## src/rtl/sls_pkg.sv

```systemverilog
package sls_pkg;
  typedef enum logic [1:0] {
    FLD_LENGTH  = 2'd0,
    FLD_LATENCY = 2'd1,
    FLD_RECONF  = 2'd2
  } field_e;

  typedef enum logic {
    DIR_LOAD   = 1'b0,
    DIR_RESULT = 1'b1
  } dir_e;
endpackage

```

## src/rtl/sls_param_store.sv

```systemverilog
module sls_param_store
  import sls_pkg::*;
#(
  parameter int N_UNITS = 4,
  parameter int DATA_W  = 8,
  localparam int IDX_W  = (N_UNITS > 1) ? $clog2(N_UNITS) : 1
) (
  input  logic              clk,
  input  logic              rst,
  input  logic              wr_en_i,
  input  logic [IDX_W-1:0]  wr_unit_i,
  input  logic [1:0]        wr_sel_i,
  input  logic [DATA_W-1:0] wr_data_i,
  input  logic [IDX_W-1:0]  len_idx_i,
  output logic [DATA_W-1:0] len_o,
  input  logic [IDX_W-1:0]  lat_idx_i,
  output logic [DATA_W-1:0] lat_o,
  output logic [DATA_W-1:0] reconf_o
);
  logic [DATA_W-1:0] len_mem [N_UNITS];
  logic [DATA_W-1:0] lat_mem [N_UNITS];
  logic [DATA_W-1:0] reconf_q;
  logic              unit_ok;

  assign unit_ok = (32'(wr_unit_i) < N_UNITS);

  // Small per-unit arrays: written by one port, read asynchronously.
  always_ff @(posedge clk) begin
    if (wr_en_i && unit_ok && field_e'(wr_sel_i) == FLD_LENGTH)
      len_mem[wr_unit_i] <= wr_data_i;
    if (wr_en_i && unit_ok && field_e'(wr_sel_i) == FLD_LATENCY)
      lat_mem[wr_unit_i] <= wr_data_i;
  end

  always_ff @(posedge clk) begin
    if (rst)
      reconf_q <= '0;
    else if (wr_en_i && field_e'(wr_sel_i) == FLD_RECONF)
      reconf_q <= wr_data_i;
  end

  assign len_o    = len_mem[len_idx_i];
  assign lat_o    = lat_mem[lat_idx_i];
  assign reconf_o = reconf_q;
endmodule

```

## src/rtl/sls_cfg_chain.sv

```systemverilog
module sls_cfg_chain #(
  parameter int N_UNITS = 4,
  parameter int DATA_W  = 8,
  localparam int IDX_W  = (N_UNITS > 1) ? $clog2(N_UNITS) : 1
) (
  input  logic               clk,
  input  logic               rst,
  input  logic               go_i,
  input  logic [DATA_W-1:0]  tr_i,
  output logic [N_UNITS-1:0] cfg_start_o,
  output logic [N_UNITS-1:0] cfg_done_o
);
  localparam logic [IDX_W-1:0] LAST_IDX = IDX_W'(N_UNITS - 1);
  localparam logic [N_UNITS-1:0] ONE_HOT0 = {{(N_UNITS-1){1'b0}}, 1'b1};

  logic              active_q;
  logic [IDX_W-1:0]  cur_q;
  logic [DATA_W-1:0] cnt_q;
  logic [DATA_W-1:0] tr_eff;
  logic [N_UNITS-1:0] start_q, done_q;

  assign tr_eff = (tr_i == '0) ? {{(DATA_W-1){1'b0}}, 1'b1} : tr_i;

  always_ff @(posedge clk) begin
    if (rst) begin
      active_q <= 1'b0;
      cur_q    <= '0;
      cnt_q    <= '0;
      start_q  <= '0;
      done_q   <= '0;
    end else if (go_i) begin
      active_q <= 1'b1;
      cur_q    <= '0;
      cnt_q    <= tr_eff;
      start_q  <= ONE_HOT0;
      done_q   <= '0;
    end else begin
      start_q <= '0;
      if (active_q) begin
        if (cnt_q == {{(DATA_W-1){1'b0}}, 1'b1}) begin
          done_q[cur_q] <= 1'b1;
          if (cur_q == LAST_IDX) begin
            active_q <= 1'b0;
          end else begin
            cur_q   <= cur_q + 1'b1;
            cnt_q   <= tr_eff;
            start_q <= ONE_HOT0 << (cur_q + 1'b1);
          end
        end else begin
          cnt_q <= cnt_q - 1'b1;
        end
      end
    end
  end

  assign cfg_start_o = start_q;
  assign cfg_done_o  = done_q;

  AST_CFG_ONE_AT_A_TIME: assert property (@(posedge clk) disable iff (rst)
    $onehot0(start_q));

  AST_CFG_DONE_STICKY: assert property (@(posedge clk) disable iff (rst)
    (done_q[0] && !go_i) |=> done_q[0]);
endmodule

```

## src/rtl/sls_compute_timers.sv

```systemverilog
module sls_compute_timers #(
  parameter int N_UNITS = 4,
  parameter int DATA_W  = 8,
  localparam int IDX_W  = (N_UNITS > 1) ? $clog2(N_UNITS) : 1
) (
  input  logic               clk,
  input  logic               rst,
  input  logic               clear_i,
  input  logic               launch_i,
  input  logic [IDX_W-1:0]   launch_idx_i,
  input  logic [DATA_W-1:0]  lat_i,
  output logic [N_UNITS-1:0] comp_done_o
);
  localparam logic [DATA_W-1:0] ONE = {{(DATA_W-1){1'b0}}, 1'b1};

  for (genvar k = 0; k < N_UNITS; k++) begin : g_unit
    logic [DATA_W-1:0] cnt_q;
    logic              fin_q;
    logic              hit;

    assign hit = launch_i && (launch_idx_i == IDX_W'(k));

    always_ff @(posedge clk) begin
      if (rst || clear_i) begin
        cnt_q <= '0;
        fin_q <= 1'b0;
      end else if (hit) begin
        if (lat_i == '0) fin_q <= 1'b1;
        else             cnt_q <= lat_i;
      end else if (cnt_q != '0) begin
        cnt_q <= cnt_q - 1'b1;
        if (cnt_q == ONE) fin_q <= 1'b1;
      end
    end

    assign comp_done_o[k] = fin_q;

    AST_COMPUTE_NO_EARLY_FINISH: assert property (@(posedge clk) disable iff (rst)
      (cnt_q > ONE && !clear_i) |=> !fin_q);
  end
endmodule

```

## src/rtl/sls_bus_arbiter.sv

```systemverilog
module sls_bus_arbiter
  import sls_pkg::*;
#(
  parameter int N_UNITS = 4,
  parameter int DATA_W  = 8,
  localparam int IDX_W  = (N_UNITS > 1) ? $clog2(N_UNITS) : 1,
  localparam int PTR_W  = $clog2(N_UNITS + 1)
) (
  input  logic               clk,
  input  logic               rst,
  input  logic               clear_i,
  input  logic               run_i,
  input  logic [N_UNITS-1:0] cfg_done_i,
  input  logic [N_UNITS-1:0] comp_done_i,
  input  logic               burst_done_i,
  input  logic [DATA_W-1:0]  nxt_len_i,
  output logic [IDX_W-1:0]   nxt_idx_o,
  output logic               gnt_valid_o,
  output logic               gnt_dir_o,
  output logic [IDX_W-1:0]   gnt_idx_o,
  output logic [N_UNITS-1:0] gnt_vec_o,
  output logic [DATA_W-1:0]  gnt_len_o,
  output logic               load_rel_o,
  output logic               last_rel_o
);
  localparam logic [PTR_W-1:0]   PTR_END  = PTR_W'(N_UNITS);
  localparam logic [IDX_W-1:0]   LAST_IDX = IDX_W'(N_UNITS - 1);
  localparam logic [N_UNITS-1:0] ONE_HOT0 = {{(N_UNITS-1){1'b0}}, 1'b1};

  logic               busy_q;
  dir_e               dir_q;
  logic [IDX_W-1:0]   idx_q;
  logic [N_UNITS-1:0] vec_q;
  logic [DATA_W-1:0]  len_q;
  logic [PTR_W-1:0]   lptr_q, rptr_q;

  logic               ending, res_end, ld_end, bus_free;
  logic [PTR_W-1:0]   r_cand, l_cand;
  logic [IDX_W-1:0]   r_sel, l_sel;
  logic               r_ok, l_ok;

  always_comb begin
    ending   = busy_q && burst_done_i;
    res_end  = ending && (dir_q == DIR_RESULT);
    ld_end   = ending && (dir_q == DIR_LOAD);
    bus_free = !busy_q || burst_done_i;
    r_cand   = rptr_q + PTR_W'(res_end);
    l_cand   = lptr_q + PTR_W'(ld_end);
    r_sel    = r_cand[IDX_W-1:0];
    l_sel    = l_cand[IDX_W-1:0];
    // A ready result of the next unit in order beats any input burst.
    r_ok     = run_i && bus_free && (r_cand < PTR_END) && comp_done_i[r_sel];
    l_ok     = run_i && bus_free && !r_ok && (l_cand < PTR_END) && cfg_done_i[l_sel];
    nxt_idx_o = r_ok ? r_sel : l_sel;
  end

  always_ff @(posedge clk) begin
    if (rst || clear_i) begin
      busy_q <= 1'b0;
      dir_q  <= DIR_LOAD;
      idx_q  <= '0;
      vec_q  <= '0;
      len_q  <= '0;
      lptr_q <= '0;
      rptr_q <= '0;
    end else begin
      rptr_q <= r_cand;
      lptr_q <= l_cand;
      if (ending) begin
        busy_q <= 1'b0;
        vec_q  <= '0;
      end
      if (r_ok || l_ok) begin
        busy_q <= 1'b1;
        dir_q  <= r_ok ? DIR_RESULT : DIR_LOAD;
        idx_q  <= nxt_idx_o;
        vec_q  <= ONE_HOT0 << nxt_idx_o;
        len_q  <= nxt_len_i;
      end
    end
  end

  assign gnt_valid_o = busy_q;
  assign gnt_dir_o   = dir_q;
  assign gnt_idx_o   = idx_q;
  assign gnt_vec_o   = vec_q;
  assign gnt_len_o   = len_q;
  assign load_rel_o  = ld_end;
  assign last_rel_o  = res_end && (idx_q == LAST_IDX);

  AST_GNT_VEC_MATCHES: assert property (@(posedge clk) disable iff (rst)
    busy_q |-> $onehot(vec_q) && vec_q[idx_q]);

  AST_GNT_HELD: assert property (@(posedge clk) disable iff (rst)
    (busy_q && !burst_done_i && !clear_i) |=> busy_q && $stable(idx_q) && $stable(dir_q));

  AST_LOAD_AFTER_CFG: assert property (@(posedge clk) disable iff (rst)
    (busy_q && dir_q == DIR_LOAD) |-> cfg_done_i[idx_q]);

  AST_RESULT_AFTER_COMPUTE: assert property (@(posedge clk) disable iff (rst)
    (busy_q && dir_q == DIR_RESULT) |-> comp_done_i[idx_q]);

  AST_RESULT_AFTER_LOAD: assert property (@(posedge clk) disable iff (rst)
    (busy_q && dir_q == DIR_RESULT) |-> (lptr_q > PTR_W'(idx_q)));
endmodule

```

## src/rtl/shared_bus_sequencer.sv

```systemverilog
module shared_bus_sequencer
  import sls_pkg::*;
#(
  parameter int N_UNITS = 4,
  parameter int DATA_W  = 8,
  parameter int CNT_W   = 16,
  localparam int IDX_W  = (N_UNITS > 1) ? $clog2(N_UNITS) : 1
) (
  input  logic               clk,
  input  logic               rst,
  input  logic               wr_en_i,
  input  logic [IDX_W-1:0]   wr_unit_i,
  input  logic [1:0]         wr_sel_i,
  input  logic [DATA_W-1:0]  wr_data_i,
  input  logic               start_i,
  input  logic               burst_done_i,
  output logic [N_UNITS-1:0] cfg_start_o,
  output logic               gnt_valid_o,
  output logic [N_UNITS-1:0] gnt_vec_o,
  output logic [IDX_W-1:0]   gnt_idx_o,
  output logic               gnt_dir_o,
  output logic [DATA_W-1:0]  gnt_len_o,
  output logic               done_o,
  output logic [CNT_W-1:0]   elapsed_o
);
  logic               run_q, done_q, go;
  logic [CNT_W-1:0]   elapsed_q;
  logic [DATA_W-1:0]  rd_len, rd_lat, reconf;
  logic [IDX_W-1:0]   nxt_idx;
  logic [N_UNITS-1:0] cfg_done, comp_done;
  logic               load_rel, last_rel;

  assign go = start_i && !run_q;

  sls_param_store #(.N_UNITS(N_UNITS), .DATA_W(DATA_W)) store_i (
    .clk       (clk),
    .rst       (rst),
    .wr_en_i   (wr_en_i),
    .wr_unit_i (wr_unit_i),
    .wr_sel_i  (wr_sel_i),
    .wr_data_i (wr_data_i),
    .len_idx_i (nxt_idx),
    .len_o     (rd_len),
    .lat_idx_i (gnt_idx_o),
    .lat_o     (rd_lat),
    .reconf_o  (reconf)
  );

  sls_cfg_chain #(.N_UNITS(N_UNITS), .DATA_W(DATA_W)) cfg_i (
    .clk         (clk),
    .rst         (rst),
    .go_i        (go),
    .tr_i        (reconf),
    .cfg_start_o (cfg_start_o),
    .cfg_done_o  (cfg_done)
  );

  sls_compute_timers #(.N_UNITS(N_UNITS), .DATA_W(DATA_W)) comp_i (
    .clk          (clk),
    .rst          (rst),
    .clear_i      (go),
    .launch_i     (load_rel),
    .launch_idx_i (gnt_idx_o),
    .lat_i        (rd_lat),
    .comp_done_o  (comp_done)
  );

  sls_bus_arbiter #(.N_UNITS(N_UNITS), .DATA_W(DATA_W)) arb_i (
    .clk          (clk),
    .rst          (rst),
    .clear_i      (go),
    .run_i        (run_q),
    .cfg_done_i   (cfg_done),
    .comp_done_i  (comp_done),
    .burst_done_i (burst_done_i),
    .nxt_len_i    (rd_len),
    .nxt_idx_o    (nxt_idx),
    .gnt_valid_o  (gnt_valid_o),
    .gnt_dir_o    (gnt_dir_o),
    .gnt_idx_o    (gnt_idx_o),
    .gnt_vec_o    (gnt_vec_o),
    .gnt_len_o    (gnt_len_o),
    .load_rel_o   (load_rel),
    .last_rel_o   (last_rel)
  );

  always_ff @(posedge clk) begin
    if (rst) begin
      run_q     <= 1'b0;
      done_q    <= 1'b0;
      elapsed_q <= '0;
    end else begin
      done_q <= 1'b0;
      if (go) begin
        run_q     <= 1'b1;
        elapsed_q <= '0;
      end else if (run_q) begin
        elapsed_q <= elapsed_q + 1'b1;
        if (last_rel) begin
          run_q  <= 1'b0;
          done_q <= 1'b1;
        end
      end
    end
  end

  assign done_o    = done_q;
  assign elapsed_o = elapsed_q;

  AST_DONE_SINGLE: assert property (@(posedge clk) disable iff (rst)
    done_q |=> !done_q);

  AST_NO_GRANT_IDLE: assert property (@(posedge clk) disable iff (rst)
    !run_q |-> !gnt_valid_o);

  AST_ELAPSED_FROZEN: assert property (@(posedge clk) disable iff (rst)
    (!run_q && !start_i) |=> $stable(elapsed_q));
endmodule

```

## config.mk

```make
export PLATFORM = sky130hd
export DESIGN_NAME = shared_bus_sequencer
export DESIGN_NICKNAME = d
export VERILOG_FILES = /design/src/rtl/sls_pkg.sv /design/src/rtl/sls_param_store.sv /design/src/rtl/sls_cfg_chain.sv /design/src/rtl/sls_compute_timers.sv /design/src/rtl/sls_bus_arbiter.sv /design/src/rtl/shared_bus_sequencer.sv
export SDC_FILE = /design/constraint.sdc
export NUM_CORES = 1
export LEC_CHECK = 0
export BUFFER_PORTS_ARGS = -buffer_cell sky130_fd_sc_hd__buf_2
export CORE_UTILIZATION = 30
export CTS_CLUSTER_SIZE = 30
export DETAILED_ROUTE_END_ITERATION = 6
export GPL_TIMING_DRIVEN = 0
export PLACE_DENSITY = 0.57
export SETUP_SLACK_MARGIN = 0.05
export SYNTH_ARGS = -nofsm -noshare
export SYNTH_HDL_FRONTEND = slang
export SYNTH_HIERARCHICAL = 1
export SYNTH_SLANG_ARGS = --single-unit
```

## constraint.sdc

```tcl
create_clock -name clk -period 5.1 [get_ports clk]
set_input_delay 0.255 -clock clk [delete_from_list [all_inputs] [get_ports clk]]
set_output_delay 0.255 -clock clk [all_outputs]
set_load 0.1 [all_outputs]
```

**Word-level counts from Yosys, hierarchy flattened**

Memory sizes are Yosys's and may differ from the RTL's. A register that Yosys moved wholly into a read port is not among the register bits.
Cells that the tools add are included.

- Bits in registers: 95
- Memory bits (writable): 64
- Input bits: 17
- Output and inout bits: 37
- Memories: 2

- $add $sub $neg: 9
- Order comparisons: 6
- Equality and inequality tests: 20
- Shifts and indexed selects: 2
- Mux-type cells: 57
- Bitwise logic cells: 6
- Reduce and logical (&&, ||, !) cells: 57

Memory list:

| name | depth | width | read ports | clocked after Yosys merged registers in | wr ports | line | text |
|---|---|---|---|---|---|---|---|
| store_i.lat_mem | 4 | 8 | 1 | 1 | 1 | sls_param_store.sv:21 | `logic [DATA_W-1:0] lat_mem [N_UNITS];` |
| store_i.len_mem | 4 | 8 | 1 | 1 | 1 | sls_param_store.sv:20 | `logic [DATA_W-1:0] len_mem [N_UNITS];` |

Operator list:

| operator | number |
|---|---|
| $mux W8 | 14 |
| $eq A8 B1 Y1 const B | 5 |
| $sub A8 B1 Y8 const B | 5 |
| $mux W1 | 35 |
| $reduce_bool A8 Y1 | 4 |
| $reduce_bool A2 Y1 | 10 |
| $logic_and A1 B1 Y1 | 19 |
| $add A16 B1 Y16 const B | 1 |
| $logic_not A8 Y1 | 2 |
| $ne A2 B2 Y1 const B | 8 |
| $reduce_and A3 Y1 | 5 |
| $reduce_and A2 Y1 | 6 |
| $lt A2 B3 Y1 const B | 3 |
| $eq A2 B2 Y1 const B | 4 |
| $mux W4 | 2 |
| $shl A1 B2 Y4 const A | 2 |
| $add A3 B1 Y3 | 2 |
| $lt A3 B3 Y1 const B | 2 |
| $mux W2 | 3 |
| $not A1 Y1 | 5 |
| $reduce_or A5 Y1 | 1 |
| $bmux W1 S2 | 2 |
| $eq A2 B1 Y1 const B | 2 |
| $logic_not A2 Y1 | 2 |
| 9 further kinds | 13 |

**Longest topological paths before layout**

- Depth in word-level cells: 13
- Mapped depth: 12
- Gate-level depth less buffers: 11

**Modules after synthesis**

Netlist, hierarchy kept.

By module, submodules not included:

| module | instances | cells an instance | area each (µm²) |
|---|---|---|---|
| sls_param_store | 1 | 132 | 2740.1 |
| sls_compute_timers | 1 | 325 | 2628.8 |
| sls_cfg_chain | 1 | 118 | 1014.7 |
| sls_bus_arbiter | 1 | 104 | 977.2 |
| shared_bus_sequencer | 1 | 89 | 798.3 |

**Worst setup path before layout**

OpenSTA, ideal clock, no wires.

- Path kind: reg2reg
- Start point: register arb_i.dir_q (netlist: arb_i/gnt_dir_o)
- End point: register arb_i.len_q[3] (netlist: arb_i/gnt_len_o[3]), read port of store_i.len_mem
- Arrival time: 3234 ps
- Required time: 4968 ps
- Path slack: 1734 ps
- Cell stages (with the launch flop): 11
- Buffers on the path: 1
- Cell sequence: dfxtp_1 > and3_1 > ha_1 > mux4_2 > and4_4 > mux2i_2 > inv_2 > buf_6 > mux4_2 > o21ai_0 > a21oi_1

RTL lines:

| what | line | text |
|---|---|---|
| from (decl) | sls_bus_arbiter.sv:31 | `dir_e dir_q;` |
| from (signal assigned) | sls_bus_arbiter.sv:75 | `dir_q <= r_ok ? DIR_RESULT : DIR_LOAD;` |
| $logic_and A1 B1 Y1 * | sls_bus_arbiter.sv:44 | `res_end = ending && (dir_q == DIR_RESULT);` |
| $add A3 B1 Y3 * | sls_bus_arbiter.sv:47 | `r_cand = rptr_q + PTR_W'(res_end);` |
| via arb_i.r_cand[0] | sls_bus_arbiter.sv:38 | `logic [PTR_W-1:0] r_cand, l_cand;` |
| $lt A3 B3 Y1 / $bmux W1 S2 (equally long branches) | sls_bus_arbiter.sv:52 | `r_ok = run_i && bus_free && (r_cand < PTR_END) && comp_done_i[r_sel];` |
| $logic_and A1 B1 Y1 / $mux W1 (equally long branches) | sls_bus_arbiter.sv:52 |  |
| $logic_and A1 B1 Y1 | sls_bus_arbiter.sv:52 |  |
| $mux W2 * | sls_bus_arbiter.sv:54 | `nxt_idx_o = r_ok ? r_sel : l_sel;` |
| via nxt_idx[0] | shared_bus_sequencer.sv:29 | `logic [IDX_W-1:0] nxt_idx;` |
| to (decl) | sls_bus_arbiter.sv:34 | `logic [DATA_W-1:0] len_q;` |

The timed path passes the listed nets; every way through them passes the cells marked *. The select of a mux whose other input is x is not followed.
A chain may end at the register's enable or synchronous reset.

**Worst setup path in the final report**

- Start point: register arb_i.busy_q (netlist: arb_i/gnt_valid_o)
- End point: register arb_i.len_q[4] (netlist: arb_i/gnt_len_o[4]), read port of store_i.len_mem

RTL lines:

| what | line | text |
|---|---|---|
| from (decl) | sls_bus_arbiter.sv:30 | `logic busy_q;` |
| from (signal assigned) | sls_bus_arbiter.sv:59 | `busy_q <= 1'b0;` |
| from (signal assigned) | sls_bus_arbiter.sv:70 | `busy_q <= 1'b0;` |
| from (signal assigned) | sls_bus_arbiter.sv:74 | `busy_q <= 1'b1;` |
| $logic_and A1 B1 Y1 * | sls_bus_arbiter.sv:43 | `ending = busy_q && burst_done_i;` |
| $logic_and A1 B1 Y1 * | sls_bus_arbiter.sv:44 |  |
| $add A3 B1 Y3 * | sls_bus_arbiter.sv:47 |  |
| via arb_i.r_cand[0] | sls_bus_arbiter.sv:38 |  |
| $lt A3 B3 Y1 / $bmux W1 S2 (equally long branches) | sls_bus_arbiter.sv:52 |  |
| $logic_and A1 B1 Y1 / $mux W1 (equally long branches) | sls_bus_arbiter.sv:52 |  |
| $logic_and A1 B1 Y1 | sls_bus_arbiter.sv:52 |  |
| $mux W2 * | sls_bus_arbiter.sv:54 |  |
| via nxt_idx[0] | shared_bus_sequencer.sv:29 |  |

Marks and branches as above.

==> run metrics <==
CTS clk-pin slew, worst paths ~0.07 ns; Synth Warn # 6; CP max FO 8; Die X roughly 170 microns; first-pass GRT wire length about 33 mm; Max-cap violations 0; routed vias/inst 5.271; CP most frequent cell mux4_2; crit path capture type register; core area between 20000 and 30000 sq um; Slew Limit Fails 0; CTS-repair resized insts 0; Worst Path Buf+Inv 2; CTS Hold Buffers Added 0; maximum buffer depth of the clock tree 2; Mapped Area 8159 sq um; CTS tree built; gr ovfl total 0; vias in the first global route 5827; initial antenna violation count 0; Main synth FF type dfxtp_1; Clk Latency, worst-skew pair ~0.44 ns; multi-input logic area 3837 sq um; drt wl/cell 17.09 microns; pre-CTS worst setup slack 1.981 ns; DRC viols 0; first drt pass iteration count 5; PwrDens 472.3 nW/um^2; Met3 Wirelength 814 microns; Worst Tran Pin Value 1.321 ns; Final setup viols 0; post-CTS setup buffer count 0; DIE AREA around 28000 sq um; Die Height ~170 microns; Req. time, crit path 5.41 ns; synth cell count leaders 103 x dfxtp_1, 64 x edfxtp_1, 59 x a21oi_1; register area 3984 sq um; DR top layer met4; Setup TNS Final 0 ns; post-DP HPWL 13.96 mm; htree depth 4; diode count 0; part of the cycle the worst path needs 61.08%; Largest stage delay, worst path 0.55 ns; Clock Tree Root clkbuf_16; Post-Syn Instances 768; Area Overhead vs Synth 15.60%; IO Pins 54; Synth cell types 87; Post-synth ARST share 0%; total track usage 14.96%; DRT antenna net count 0; f_max 321.0 MHz; top post-synthesis cells by area dfxtp_1 25%, edfxtp_1 24%, mux4_2 5.0%; Tmin final 3.115 ns; clock skew 0.01071 ns; crit path launch type register; total power 4.454 mW; wirelength, routed 20.30 mm; slowest CP cell mux4_2; relative slew slack between 10% and 20%; FP Rows slightly below 60; Initial Util a little under a third; setup ws final 1.985 ns; DR WL met2 ~9.4 mm; vias post-DR 6262; Num CTS Buffers 17; initial DRC count around 480; fraction of layout cells with a size suffix above 1 18.17%; Pleak around 3.5 nW; Clock Sinks 167; Synth area leader dfxtp_1; Layout fillers roughly 2.6k; WS Path Type register to register; unrepaired setup endpoints after global routing no; worst hold slack 0.1093 ns; critical path arrival ~3.4 ns; Post-Syn Area per Cell 10.62 sq um; Final #Nets 881; Post-Syn Nets 809; DRT met1 WL 9.766 mm; worst IR drop on VDD between 0.0002 and 0.00025 V; port bufs 53; top cell type's share of synthesized area approximately a quarter; largest net degree at the start of global routing 23; Hold Vio Cnt, Final 0; number of enable flip-flop cells after synthesis 64; Seq cells post-synth around 170; Hold Path Class input port to register; Placer Congestion 0.8251; Crit path max-delay family multiplexers; worst path cell trace and3_1 -> ha_1 -> mux4_2 -> and4_4 -> mux2i_2 -> inv_2 -> buf_6 -> mux4_2 -> o21ai_0 -> a21oi_1; Seq/Total Area, Yosys 48.83%; status finished, final reports clean; count leader, synth dfxtp_1
[cells in the final DEF, fill, tap and decap left out, types with 6 or more instances in the layout]
master | Yosys | final
a211o_1 | 9 | 9
clkbuf_1 | 19 | 20
clkbuf_16 | 0 | 17
and3_1 | 12 | 12
inv_1 | 28 | 28
nand3_1 | 40 | 40
or3_1 | 11 | 11
nor4_1 | 7 | 7
a21oi_1 | 59 | 59
o32ai_1 | 9 | 9
o211ai_1 | 8 | 8
nand3b_1 | 6 | 6
xor2_1 | 8 | 8
dfxtp_1 | 103 | 103
mux2i_1 | 16 | 16
edfxtp_1 | 64 | 64
mux4_2 | 18 | 18
ha_1 | 24 | 24
and2_1 | 7 | 7
buf_4 | 6 | 6
buf_2 | 7 | 60
nand2_1 | 31 | 31
nor2_1 | 55 | 55
a31oi_1 | 12 | 12
nor3_1 | 14 | 14
nand4_1 | 13 | 13
nand2b_1 | 19 | 19
o21ai_0 | 20 | 20
o21ai_1 | 15 | 15
[sequential cells by signal, indices dropped and copies added (netlist names), 2 cells and up]
name,flops
cfg_i/cnt_q,8
arb_i/gnt_idx_o,2
arb_i/rptr_q,3
cfg_i/cfg_start_o,4
elapsed_o,16
cfg_i/cfg_done_o,4
store_i/lat_mem,32
store_i/reconf_o,8
arb_i/gnt_len_o,8
comp_i/g_unit.cnt_q,32
arb_i/gnt_vec_o,4
cfg_i/cur_q,2
store_i/len_mem,32
arb_i/lptr_q,3
comp_i/g_unit.fin_q,4
[per-stage QoR]
stage                     utilization (%)  cell area [sq um]  cells
final                               35.79               9432   1188
after global routing                35.79               9432   1188
after CTS                           35.79               9432   1188
after detailed placement            33.56               8843   1156
after global placement              33.56               8843   1156
after floorplan                         -               8159    768
[path summary, 6_finish.rpt]
path / start / end / slack (ns) / cells past startpoint
worst max register to register: arb_i/gnt_valid_o / arb_i/gnt_len_o[4] / 1.98 / 10
worst max-delay path: arb_i/gnt_valid_o / arb_i/gnt_len_o[4] / 1.98 / 10
worst min-delay path: start_i / run_q / 0.11 / 3
worst min register to register: arb_i/gnt_len_o[1] / arb_i/gnt_len_o[1] / 0.47 / 2
[report_power, final]
group / switching, mW / internal (mW)
registers: 0.158 / 1.52
logic: 0.810 / 0.644
clock network: 0.586 / 0.735
[worst reg2reg max path: stages, from the launching register on]
cell,delay (ns)
dfxtp_1,0.35
and3_1,0.21
ha_1,0.41
mux4_2,0.55
and4_4,0.23
mux2i_2,0.32
inv_2,0.12
buf_6,0.17
mux4_2,0.44
o21ai_0,0.10
a21oi_1,0.09
[logic make-up after synthesis]
logic type,after synthesis,synth area share [%]
AND/OR/NAND/NOR,273,19.87
AO/OA/AOI/OAI,181,14.43
flip-flops,167,48.83
adder cells (fa/ha/maj),24,3.680
XOR/XNOR,13,1.396
buffers and inverters,71,4.140
multiplexers,39,7.652
[area by class of cell]
cell class / count / area share (%)
sequential: 167 / 42.24
multi-input combinational: 530 / 40.69
clock buffer: 18 / 4.550
tap: 335 / 4.444
timing repair buffer: 53 / 2.812
buffer: 41 / 2.388
clock inverter: 14 / 1.685
inverter: 30 / 1.194
[routing by layer]
layer | vias to the layer above | track usage [%]
met5 | - | 0
met4 | 0 | 5.958
met3 | 21 | 2.733
met2 | 147 | 23.52
met1 | 3036 | 20.26
li1 | 3058 | -
No activity file was read; power rests on OpenSTA's default activity.
